==> config.mk <==
export PLATFORM = sky130hd
export DESIGN_NAME = errlog_port_ctrl
export DESIGN_NICKNAME = d
export VERILOG_FILES = /design/src/rtl/errlog_pkg.sv /design/src/rtl/errlog_regs.sv /design/src/rtl/errlog_store.sv /design/src/rtl/errlog_port_ctrl.sv
export SDC_FILE = /design/constraint.sdc
export NUM_CORES = 2
export LEC_CHECK = 0
export CAP_MARGIN = 20
export CORE_ASPECT_RATIO = 1.2
export CORE_MARGIN = 10
export CORE_UTILIZATION = 35
export DETAILED_ROUTE_END_ITERATION = 16
export DONT_BUFFER_PORTS = 1
export PLACE_DENSITY = 0.5
export SYNTH_ARGS = -nofsm -noshare
export SYNTH_HDL_FRONTEND = slang
export SYNTH_SLANG_ARGS = --single-unit
==> constraint.sdc <==
create_clock -name clk -period 9.14 [get_ports clk]
set_input_delay 1.371 -clock clk [delete_from_list [all_inputs] [get_ports clk]]
set_output_delay 1.371 -clock clk [all_outputs]
set_load 0.02 [all_outputs]
==> src/rtl/errlog_pkg.sv <==
package errlog_pkg;
  typedef enum logic [1:0] {
    OP_STORE = 2'd0,
    OP_FETCH = 2'd1,
    OP_ERASE = 2'd2,
    OP_NOP   = 2'd3
  } op_e;

  typedef enum logic [3:0] {
    S_IDLE, S_HDR, S_CPIN, S_IDLO, S_IDHI, S_DECIDE, S_CPOUT, S_WLO, S_WHI
  } seq_e;

  localparam logic [6:0] ST_OK       = 7'd0;
  localparam logic [6:0] ST_NOSPACE  = 7'd1;
  localparam logic [6:0] ST_FAILED   = 7'd3;
  localparam logic [6:0] ST_EMPTY    = 7'd4;
  localparam logic [6:0] ST_NOTFOUND = 7'd5;

  function automatic logic [31:0] words_of(input logic [31:0] nbytes);
    return (nbytes + 32'd3) >> 2;
  endfunction

  function automatic logic [31:0] put_lane(input logic [31:0] w, input logic [1:0] lane,
                                           input logic [7:0] b);
    logic [31:0] r;
    r = w;
    r[8*lane +: 8] = b;
    return r;
  endfunction
endpackage

==> src/rtl/errlog_regs.sv <==
module errlog_regs
  import errlog_pkg::*;
#(
  parameter int CNT_W = 3
) (
  input  logic             clk,
  input  logic             rst_n,
  input  logic             io_wr,
  input  logic             io_rd,
  input  logic [3:0]       io_addr,
  input  logic [7:0]       io_wdata,
  output logic [7:0]       io_rdata,
  input  logic             busy,
  input  logic [6:0]       status,
  input  logic [CNT_W-1:0] count,
  output op_e              op,
  output logic [31:0]      offset,
  output logic [31:0]      exch_addr,
  output logic             trig,
  output logic [31:0]      trig_base,
  output logic             iter
);
  logic        wr_ok;
  logic [23:0] base_hi;
  logic [31:0] cnt32;

  assign wr_ok     = io_wr && !busy;
  assign trig      = wr_ok && (io_addr == 4'hC);
  assign trig_base = {base_hi, io_wdata};
  assign iter      = io_rd && !busy && (io_addr == 4'h2);
  assign cnt32     = 32'(count);

  always_ff @(posedge clk) begin
    if (!rst_n) begin
      op        <= OP_STORE;
      offset    <= '0;
      exch_addr <= '0;
      base_hi   <= '0;
    end else if (wr_ok) begin
      case (io_addr[3:2])
        2'd0: if (io_addr[1:0] == 2'd0) op <= op_e'(io_wdata[1:0]);
        2'd1: offset <= put_lane(offset, io_addr[1:0], io_wdata);
        2'd2: exch_addr <= put_lane(exch_addr, io_addr[1:0], io_wdata);
        default: begin
          case (io_addr[1:0])
            2'd1:    base_hi[7:0]   <= io_wdata;
            2'd2:    base_hi[15:8]  <= io_wdata;
            2'd3:    base_hi[23:16] <= io_wdata;
            default: ;
          endcase
        end
      endcase
    end
  end

  always_comb begin
    case (io_addr[3:2])
      2'd0: begin
        case (io_addr[1:0])
          2'd0:    io_rdata = {6'd0, op};
          2'd1:    io_rdata = {busy, status};
          default: io_rdata = 8'h00;
        endcase
      end
      2'd1:    io_rdata = offset[8*io_addr[1:0] +: 8];
      2'd2:    io_rdata = cnt32[8*io_addr[1:0] +: 8];
      default: io_rdata = 8'hFF;
    endcase
  end
endmodule

==> src/rtl/errlog_store.sv <==
module errlog_store #(
  parameter int NSLOTS    = 4,
  parameter int REC_WORDS = 8,
  localparam int IDX_W    = (NSLOTS > 1) ? $clog2(NSLOTS) : 1,
  localparam int WORD_W   = (REC_WORDS > 1) ? $clog2(REC_WORDS) : 1,
  localparam int CNT_W    = $clog2(NSLOTS + 1)
) (
  input  logic              clk,
  input  logic              rst_n,
  input  logic              wr_en,
  input  logic [IDX_W-1:0]  wr_slot,
  input  logic [WORD_W-1:0] wr_word,
  input  logic [31:0]       wr_data,
  input  logic              commit,
  input  logic [63:0]       commit_id,
  input  logic [31:0]       commit_len,
  input  logic              clr,
  input  logic [IDX_W-1:0]  clr_slot,
  input  logic [63:0]       key_id,
  input  logic [WORD_W-1:0] rd_word,
  output logic [31:0]       rd_data,
  output logic              hit,
  output logic [IDX_W-1:0]  hit_slot,
  output logic [31:0]       hit_len,
  output logic [63:0]       iter_id,
  output logic [IDX_W-1:0]  free_slot,
  output logic              full,
  output logic [CNT_W-1:0]  count
);
  logic [NSLOTS-1:0] valid;
  logic [63:0]       ids  [NSLOTS];
  logic [31:0]       lens [NSLOTS];
  logic [31:0]       data [NSLOTS][REC_WORDS];

  always_ff @(posedge clk) begin
    if (!rst_n) begin
      valid <= '0;
    end else begin
      if (commit) valid[wr_slot] <= 1'b1;
      if (clr)    valid[clr_slot] <= 1'b0;
    end
  end

  always_ff @(posedge clk) begin
    if (wr_en) data[wr_slot][wr_word] <= wr_data;
    if (commit) begin
      ids[wr_slot]  <= commit_id;
      lens[wr_slot] <= commit_len;
    end
  end

  assign rd_data = data[wr_slot][rd_word];
  assign hit_len = lens[hit_slot];

  always_comb begin
    logic got_first, got_next;
    logic [63:0] first_id, next_id;
    hit = 1'b0; hit_slot = '0; full = 1'b1; free_slot = '0; count = '0;
    got_first = 1'b0; got_next = 1'b0; first_id = '1; next_id = '1;
    for (int i = NSLOTS - 1; i >= 0; i--) begin
      if (!valid[i]) begin full = 1'b0; free_slot = IDX_W'(i); end
    end
    for (int i = 0; i < NSLOTS; i++) begin
      if (valid[i]) count = count + CNT_W'(1);
      if (valid[i] && ids[i] == key_id && !hit) begin hit = 1'b1; hit_slot = IDX_W'(i); end
      if (valid[i] && !got_first) begin got_first = 1'b1; first_id = ids[i]; end
    end
    for (int i = 0; i < NSLOTS; i++) begin
      if (hit && valid[i] && IDX_W'(i) > hit_slot && !got_next) begin
        got_next = 1'b1; next_id = ids[i];
      end
    end
    iter_id = got_next ? next_id : first_id;
  end
endmodule

==> src/rtl/errlog_port_ctrl.sv <==
module errlog_port_ctrl
  import errlog_pkg::*;
#(
  parameter int          NSLOTS    = 4,
  parameter int          REC_WORDS = 8,
  parameter logic [63:0] ID_FIRST  = 64'd1
) (
  input  logic        clk,
  input  logic        rst_n,
  input  logic        io_wr,
  input  logic        io_rd,
  input  logic [3:0]  io_addr,
  input  logic [7:0]  io_wdata,
  output logic [7:0]  io_rdata,
  output logic        mem_req,
  output logic        mem_we,
  output logic [31:0] mem_addr,
  output logic [31:0] mem_wdata,
  input  logic [31:0] mem_rdata,
  input  logic        mem_ack
);
  localparam int          IDX_W     = (NSLOTS > 1) ? $clog2(NSLOTS) : 1;
  localparam int          WORD_W    = (REC_WORDS > 1) ? $clog2(REC_WORDS) : 1;
  localparam int          WCNT_W    = $clog2(REC_WORDS + 1);
  localparam int          CNT_W     = $clog2(NSLOTS + 1);
  localparam logic [31:0] MAX_BYTES = 32'(REC_WORDS * 4);

  seq_e              st;
  op_e               op, cur_op;
  logic              is_iter, busy, trig, iter, xfer_done, last_word;
  logic [6:0]        status;
  logic [31:0]       offset, exch_addr, trig_base, eff_base, rec_len;
  logic [WCNT_W-1:0] wcnt, nwords;
  logic [IDX_W-1:0]  slot;
  logic [63:0]       id_lat, res_id, next_id;
  logic [31:0]       rd_data, hit_len;
  logic              hit, full, commit, clr;
  logic [IDX_W-1:0]  hit_slot, free_slot;
  logic [63:0]       iter_id;
  logic [CNT_W-1:0]  count;

  assign busy      = (st != S_IDLE);
  assign xfer_done = mem_req && mem_ack;
  assign last_word = (wcnt == nwords - WCNT_W'(1));
  assign commit    = (st == S_CPIN) && mem_ack && last_word;
  assign clr       = (st == S_DECIDE) && !is_iter && hit && (cur_op == OP_ERASE);

  errlog_regs #(.CNT_W(CNT_W)) u_regs (
    .clk, .rst_n, .io_wr, .io_rd, .io_addr, .io_wdata, .io_rdata,
    .busy, .status, .count, .op, .offset, .exch_addr, .trig, .trig_base, .iter
  );

  errlog_store #(.NSLOTS(NSLOTS), .REC_WORDS(REC_WORDS)) u_store (
    .clk, .rst_n,
    .wr_en(st == S_CPIN && mem_ack), .wr_slot(slot), .wr_word(wcnt[WORD_W-1:0]),
    .wr_data(mem_rdata), .commit, .commit_id(next_id), .commit_len(rec_len),
    .clr, .clr_slot(hit_slot), .key_id(id_lat), .rd_word(wcnt[WORD_W-1:0]),
    .rd_data, .hit, .hit_slot, .hit_len, .iter_id, .free_slot, .full, .count
  );

  always_comb begin
    mem_req = 1'b1; mem_we = 1'b0; mem_addr = exch_addr; mem_wdata = '0;
    case (st)
      S_HDR:   mem_addr = eff_base + 32'd20;
      S_CPIN:  mem_addr = eff_base + {wcnt, 2'b00};
      S_IDLO:  ;
      S_IDHI:  mem_addr = exch_addr + 32'd4;
      S_CPOUT: begin mem_we = 1'b1; mem_addr = eff_base + {wcnt, 2'b00}; mem_wdata = rd_data; end
      S_WLO:   begin mem_we = 1'b1; mem_wdata = res_id[31:0]; end
      S_WHI:   begin mem_we = 1'b1; mem_addr = exch_addr + 32'd4; mem_wdata = res_id[63:32]; end
      default: mem_req = 1'b0;
    endcase
  end

  always_ff @(posedge clk) begin
    if (!rst_n) begin
      st <= S_IDLE; cur_op <= OP_STORE; is_iter <= 1'b0; status <= ST_OK;
      eff_base <= '0; rec_len <= '0; wcnt <= '0; nwords <= '0; slot <= '0;
      id_lat <= '0; res_id <= '0; next_id <= ID_FIRST;
    end else begin
      case (st)
        S_IDLE: begin
          wcnt <= '0;
          if (trig) begin
            eff_base <= trig_base + offset; cur_op <= op; is_iter <= 1'b0;
            case (op)
              OP_NOP:   status <= ST_OK;
              OP_STORE: if (full) status <= ST_NOSPACE;
                        else begin slot <= free_slot; st <= S_HDR; end
              default:  if (count == '0) status <= ST_EMPTY;
                        else st <= S_IDLO;
            endcase
          end else if (iter) begin
            is_iter <= 1'b1;
            if (count == '0) begin res_id <= '1; st <= S_WLO; end
            else st <= S_IDLO;
          end
        end
        S_HDR: if (mem_ack) begin
          if (mem_rdata == '0) begin status <= ST_FAILED; st <= S_IDLE; end
          else if (mem_rdata > MAX_BYTES) begin status <= ST_NOSPACE; st <= S_IDLE; end
          else begin
            rec_len <= mem_rdata;
            nwords  <= WCNT_W'(words_of(mem_rdata));
            st      <= S_CPIN;
          end
        end
        S_CPIN: if (mem_ack) begin
          wcnt <= wcnt + WCNT_W'(1);
          if (last_word) begin status <= ST_OK; next_id <= next_id + 64'd1; st <= S_IDLE; end
        end
        S_IDLO: if (mem_ack) begin id_lat[31:0] <= mem_rdata; st <= S_IDHI; end
        S_IDHI: if (mem_ack) begin id_lat[63:32] <= mem_rdata; st <= S_DECIDE; end
        S_DECIDE: begin
          if (is_iter) begin res_id <= iter_id; st <= S_WLO; end
          else if (!hit) begin status <= ST_NOTFOUND; st <= S_IDLE; end
          else if (cur_op == OP_ERASE) begin status <= ST_OK; st <= S_IDLE; end
          else begin
            slot   <= hit_slot;
            nwords <= WCNT_W'(words_of(hit_len));
            wcnt   <= '0;
            st     <= S_CPOUT;
          end
        end
        S_CPOUT: if (mem_ack) begin
          wcnt <= wcnt + WCNT_W'(1);
          if (last_word) begin status <= ST_OK; st <= S_IDLE; end
        end
        S_WLO: if (mem_ack) st <= S_WHI;
        S_WHI: if (mem_ack) begin
          status <= (count == '0) ? ST_EMPTY : ST_OK;
          st     <= S_IDLE;
        end
        default: st <= S_IDLE;
      endcase
    end
  end
endmodule

Word-level counts from Yosys, hierarchy flattened
Memories as Yosys holds them, arrays and structs flattened. A register that Yosys moved wholly into a read port is not among the register bits. Index checks and enable logic that the tools add are counted. W data, S select, Z words.

RAM bits: 1408. Output and inout port bits: 74. Input bits: 49. Bits in read-only memories: 0. Logic and storage cells: 307. Bits in latches: 0. Memories kept: 3. Flip-flop bits (word level): 374.

Divide/modulo/power cells: 0. Bitwise operators: 7. Equality and inequality tests: 49. Multiplexer cells: 121. Magnitude comparators: 11. Add/sub/neg operators: 13. Shifts and indexed selects: 4. Reduce and logical (&&, ||, !) cells: 79. Multipliers: 0.

Memories: u_store.data (words 4, bits a word 256, read ports 1, clocked after memory_dff 1, write ports 1, line errlog_store.sv:33) `logic [31:0] data [NSLOTS][REC_WORDS];`; u_store.ids (words 4, bits a word 64, read ports 4, clocked after memory_dff 0, write ports 1, line errlog_store.sv:31) `logic [63:0] ids [NSLOTS];`; u_store.lens (words 4, bits a word 32, read ports 1, clocked after memory_dff 0, write ports 1, line errlog_store.sv:32) `logic [31:0] lens [NSLOTS];`.

Operators with widths (number): $mux W64 (13); $eq A64 B64 Y1 (4); $mux W256 (1); $pmux W32 S3 (2); $pmux W64 S2 (1); $bmux W32 S3 (1); $demux W32 S3 (1); $mux W32 (3); $mux W4 (24); $mux W7 (12); $add A64 B1 Y64 const B (1); $bwmux W32 (2); $shiftx A32 B6 Y8 (2); $pmux W7 S5 (1); $neg A5 Y34 (1); $shift A8 B34 Y32 const A (1); $shiftx A8 B34 Y32 (1); $logic_and A1 B1 Y1 (33); $add A32 B3 Y32 const B (1); $add A32 B32 Y32 (1); $add A32 B5 Y32 const B (1); $add A32 B6 Y32 (1); $gt A32 B6 Y1 const B (1); $logic_not A32 Y1 (1); other kinds (58) (174).

Logic depth before layout (Yosys ltp)
An unclocked memory read counts as a cell.

Depth in word-level cells: 28. Depth in mapped cells: 18. Mapped depth without buffers: 16.

Modules after synthesis
Synthesis repeated with hierarchy kept, for this count alone.

Cells, all modules: 5519. Area total of the unflattened synthesis: 77863.4 um^2.

Modules (own cells, without submodules): errlog_store (instances 1, cells each 3184, area an instance 58912.8 um^2); errlog_port_ctrl (instances 1, cells each 1916, area an instance 14735.4 um^2); errlog_regs (instances 1, cells each 419, area an instance 4215.3 um^2).

Worst setup path before layout
OpenSTA, ideal clock, no wires.

Path kind: input to register. From: input mem_ack. To: register u_store.valid[2]. Library setup time: 85 ps. Path buffers: 1. Stages: 6. Data arrival time: 5433 ps. Slack: 3623 ps. Cells stage by stage: clkbuf_1 nand3_2 nand2b_1 nor2_1 o21ai_0 a31oi_1.

Cells in the longest elaborated chain, start to end: 6.

Ends and longest elaborated chain: start: declaration (line errlog_port_ctrl.sv:20) `input logic mem_ack`; $logic_and A1 B1 Y1 (*) (2 in series) (line errlog_port_ctrl.sv:45) `assign commit = (st == S_CPIN) && mem_ack && last_word;`; $mux W4 (*) (line errlog_store.sv:39) `if (commit) valid[wr_slot] <= 1'b1;`; $mux W4 (*) (line errlog_store.sv:36) `if (!rst_n) begin`; $and A4 B4 Y4 (no source line); $mux W4 (*) (line errlog_store.sv:40) `if (clr) valid[clr_slot] <= 1'b0;`; end signal: assignment (line errlog_store.sv:37) `valid <= '0;`; end signal: indexed assignment (line errlog_store.sv:39); end signal: indexed assignment (line errlog_store.sv:40); end: declaration (line errlog_store.sv:30) `logic [NSLOTS-1:0] valid;`.

Every way passes the cells marked *; elsewhere a longest branch is shown, timed or not. The select of a mux whose other input is x is not followed. A chain may end at the register's enable or synchronous reset.

==> summary.md <==
| Metric | Value |
|---|---|
| Outcome | finished clean |
| Clock buffer count from CTS | ~170 |
| Via count of the routed design | 47,300 |
| Layout cell share with drive strength beyond 1 | approximately an eighth |
| Critical path type | flip-flop to output port |
| HP Class | flip-flop to flip-flop |
| I/O pin cnt | 123 |
| Netlist cell types | 82 |
| Fmax | 156 MHz |
| Die height | 520 um |
| Area of the multi-input gates | 25,000 um^2 |
| H-Tree Depth | 4 |
| Initial Util | 35.2% |
| Drt first pass iters | 9 |
| CTS max path bufs | 3 |
| Total track usage | 22.3% |
| TritonCTS clock tree | done |
| Synth Flop Type | edfxtp_1 |
| # Post-CTS Setup Buffers | 0 |
| VDD IR max | 211 uV |
| Vias per cell | 5.74 |
| Die area | 227,000 um^2 |
| GP Congestion | 1.01 |
| Setup TNS | 0 ns |
| Clk pin slew, worst setup/hold paths | 0.07 ns |
| Seq cells post-synth | 1,650 |
| Top cell type's share of synthesized area | 53.8% |
| Port buffer count | 0 |
| Avg Synthesized Cell Area | 13.5 um^2 |
| DRT iter0 DRCs | around 5,400 |
| # DRC | 0 |
| Final WS setup | roughly 2.7 ns |
| Seq/Total Area, Yosys | 63.3% |
| Arrival time worst endpoint | between 5 and 6 ns |
| Post-synth net total | 5,492 |
| Final Skew | 0.0696 ns |
| Slew headroom | 22.1% |
| Reg2reg setup slack | approximately 3.9 ns |
| Vias in the first global route | 45,900 |
| CP Capture Type | output port |
| Crit path time final | 6.40 ns |
| Final-report hold violation count | 0 |
| Final WL | around 260,000 um |
| Top post-synthesis cells by area | edfxtp_1 54%, dfxtp_1 9.5%, mux4_2 8.1%, xnor2_1 2.4%, nand2_1 2.3% |
| Fin util | 39.5% |
| Period utilization | about 70% |
| Largest stage delay, worst path | 1.08 ns |
| Largest net degree at the start of global routing | 349 |
| Critical-path top delay cell | a222oi_1 |
| FF+latch area | 46,100 um^2 |
| Pleak | 0.0265 uW |
| CP max FO | 38 |
| Area growth from synthesis to final layout | 12.4% |
| Cell row count | 183 |
| Die Wd | 436 um |
| Maxcap violations | 0 |
| WHS | 0.467 ns |
| DR WL/cell | 31.7 um |
| Global-route wire length before repair | roughly 360,000 um |
| Yosys warnings | 0 |
| Hold_buf cts | 0 |
| Post-synth ARST share | 0% |
| RSZ-0062 raised after global routing | false |
| Most frequent cells after synthesis | 1,304 x edfxtp_1, 450 x nand2_1, 346 x dfxtp_1 |
| Antenna viol nets, final | 0 |
| Fill cells | 19,400 |
| Dpl hpwl | 165,000 um |
| CP Data Required Time | 7.77 ns |
| Startpoint types | flip-flop |
| Worst Max-Slew Pin Slew | between 1 and 1.5 ns |
| Syn Std Cell Area | about 73,000 um^2 |
| Synth area leader | edfxtp_1 |
| P per Cell Area | 201 nW/um^2 |
| Top delay family on crit path | compound AO/OA/AOI/OAI gates |
| CTS Sinks | 1,650 |
| Nets@finish | between 5,000 and 6,000 |
| Gate Count Post-Synth | 5,382 |
| Pre-CTS setup slack | 3.53 ns |
| EDFF count, synth | 1,304 |
| Worst-Skew Late Latency | 0.86 ns |
| # resized after CTS | 0 |
| CP Cell Sequence | buf_4 > mux4_2 > a22oi_1 > nand4_1 > a222oi_1 > inv_1 |
| Most instantiated library cell after synthesis | edfxtp_1 |
| Antenna violations before repair | 8 |
| Grt total ovfl | 0 |
| Setup-failing EPs final | 0 |
| Root Buffer | clkbuf_16 |
| Worst Path Buf+Inv | 2 |
| Placeable Area | 207,000 um^2 |
| Slew Limit Fails | 0 |
[cell type report]
cell class / count / area share, %
Tap cell: 2775 / 4.24
Multi-Input combinational cell: 3205 / 30.5
Clock buffer: 224 / 5.67
Sequential cell: 1650 / 56.3
Clock inverter: 96 / 1.37
Inverter: 170 / 0.780
Antenna cell: 2 / 0.00611
Timing Repair Buffer: 109 / 1.08
[kinds of logic after synthesis]
kind of cell | Yosys count | synth area share (%)
DFF | 1650 | 63.3
AOI/OAI and AO/OA | 1087 | 9.96
adders and majority gates | 61 | 1.07
buffers and inverters | 527 | 2.83
and+or+nand+nor | 1387 | 9.68
muxes | 367 | 9.54
xor gates and xnor gates | 303 | 3.64
[metrics by stage]
step | total power, uW | cells | area [um^2]
floorplan | 8990 | 5382 | 72800
global placement | 9440 | 7907 | 76000
detailed placement | 9440 | 7907 | 76000
CTS | 16500 | 8227 | 81800
global route | 16900 | 8229 | 81800
finish | 16400 | 8231 | 81900
[layer usage]
layer | vias to the layer above | GRT usage (%) | share of wire [%]
met2 | 1857 | 36.7 | 48
met1 | 24600 | 28.4 | 40
met3 | 421 | 4.28 | 7.1
li1 | 20400 | - | -
met4 | 0 | 9.92 | 5.0
met5 | - | 0 | 0
[path summary, 6_finish.rpt]
kind | from | endpoint | depth (start not counted)
setup / recovery | flip-flop | mem_wdata[21] | 6
setup reg to reg | u_store.ids[2][1] | slot[0] | 9
hold / removal | cur_op[1] | cur_op[1] | 2
hold reg to reg | cur_op[1] | cur_op[1] | 2
[flip-flops by register name (all words and copies together), names as in the netlist, named ones only]
signal	count
rec_len	6
cur_op	2
status	3
id_lat	64
res_id	64
u_store.lens	24
u_regs.offset	32
eff_base	32
u_store.valid	4
is_iter	1
u_regs.exch_addr	32
nwords	4
wcnt	4
u_regs.op	2
u_store.data	1024
u_regs.base_hi	24
next_id	64
u_store.ids	256
slot	2
st	4
[where the power goes]
| part | total (uW) | internal, uW | switching (uW) |
|---|---|---|---|
| registers | 8230 | 8130 | 96.1 |
| logic | 1070 | 310 | 760 |
| clock network | 7120 | 4000 | 3120 |
| total | 16400 | 12400 | 3970 |
[cell usage in the layout (no fill, tap or decap), types with 12 or more instances in the layout]
cell type  instances
xnor2_1          199
a31oi_1           77
nor3_1            37
bufinv_16         13
clkbuf_8          12
o22ai_1           20
edfxtp_1        1304
xor2_1           104
a211o_1           67
or3_1             25
a21boi_0          88
clkinv_2          28
a21oi_1          189
a22oi_1          130
nand3_1          101
nor2_1           141
mux2i_1          100
o211ai_1         142
buf_4            104
and2_1           140
and3_1            34
ha_1              58
o21a_1            14
nor2b_1           92
inv_1            166
clkbuf_16        173
mux4_2           261
a222oi_1          32
o21ai_0          230
nand2b_1          89
nand2_1          449
nor4_1            44
nand4_1          135
clkinv_1          29
nor3_2            38
clkbuf_1          39
dfxtp_1          343
[worst reg2reg max path: cells and delay by family (launching register included)]
family           cells  cell delay (ns)
XOR/XNOR             1             0.82
AND/OR/NAND/NOR      4             2.07
AO/OA/AOI/OAI        4             1.77
flip-flops           1             0.44
No activity file was read; power rests on OpenSTA's default activity.
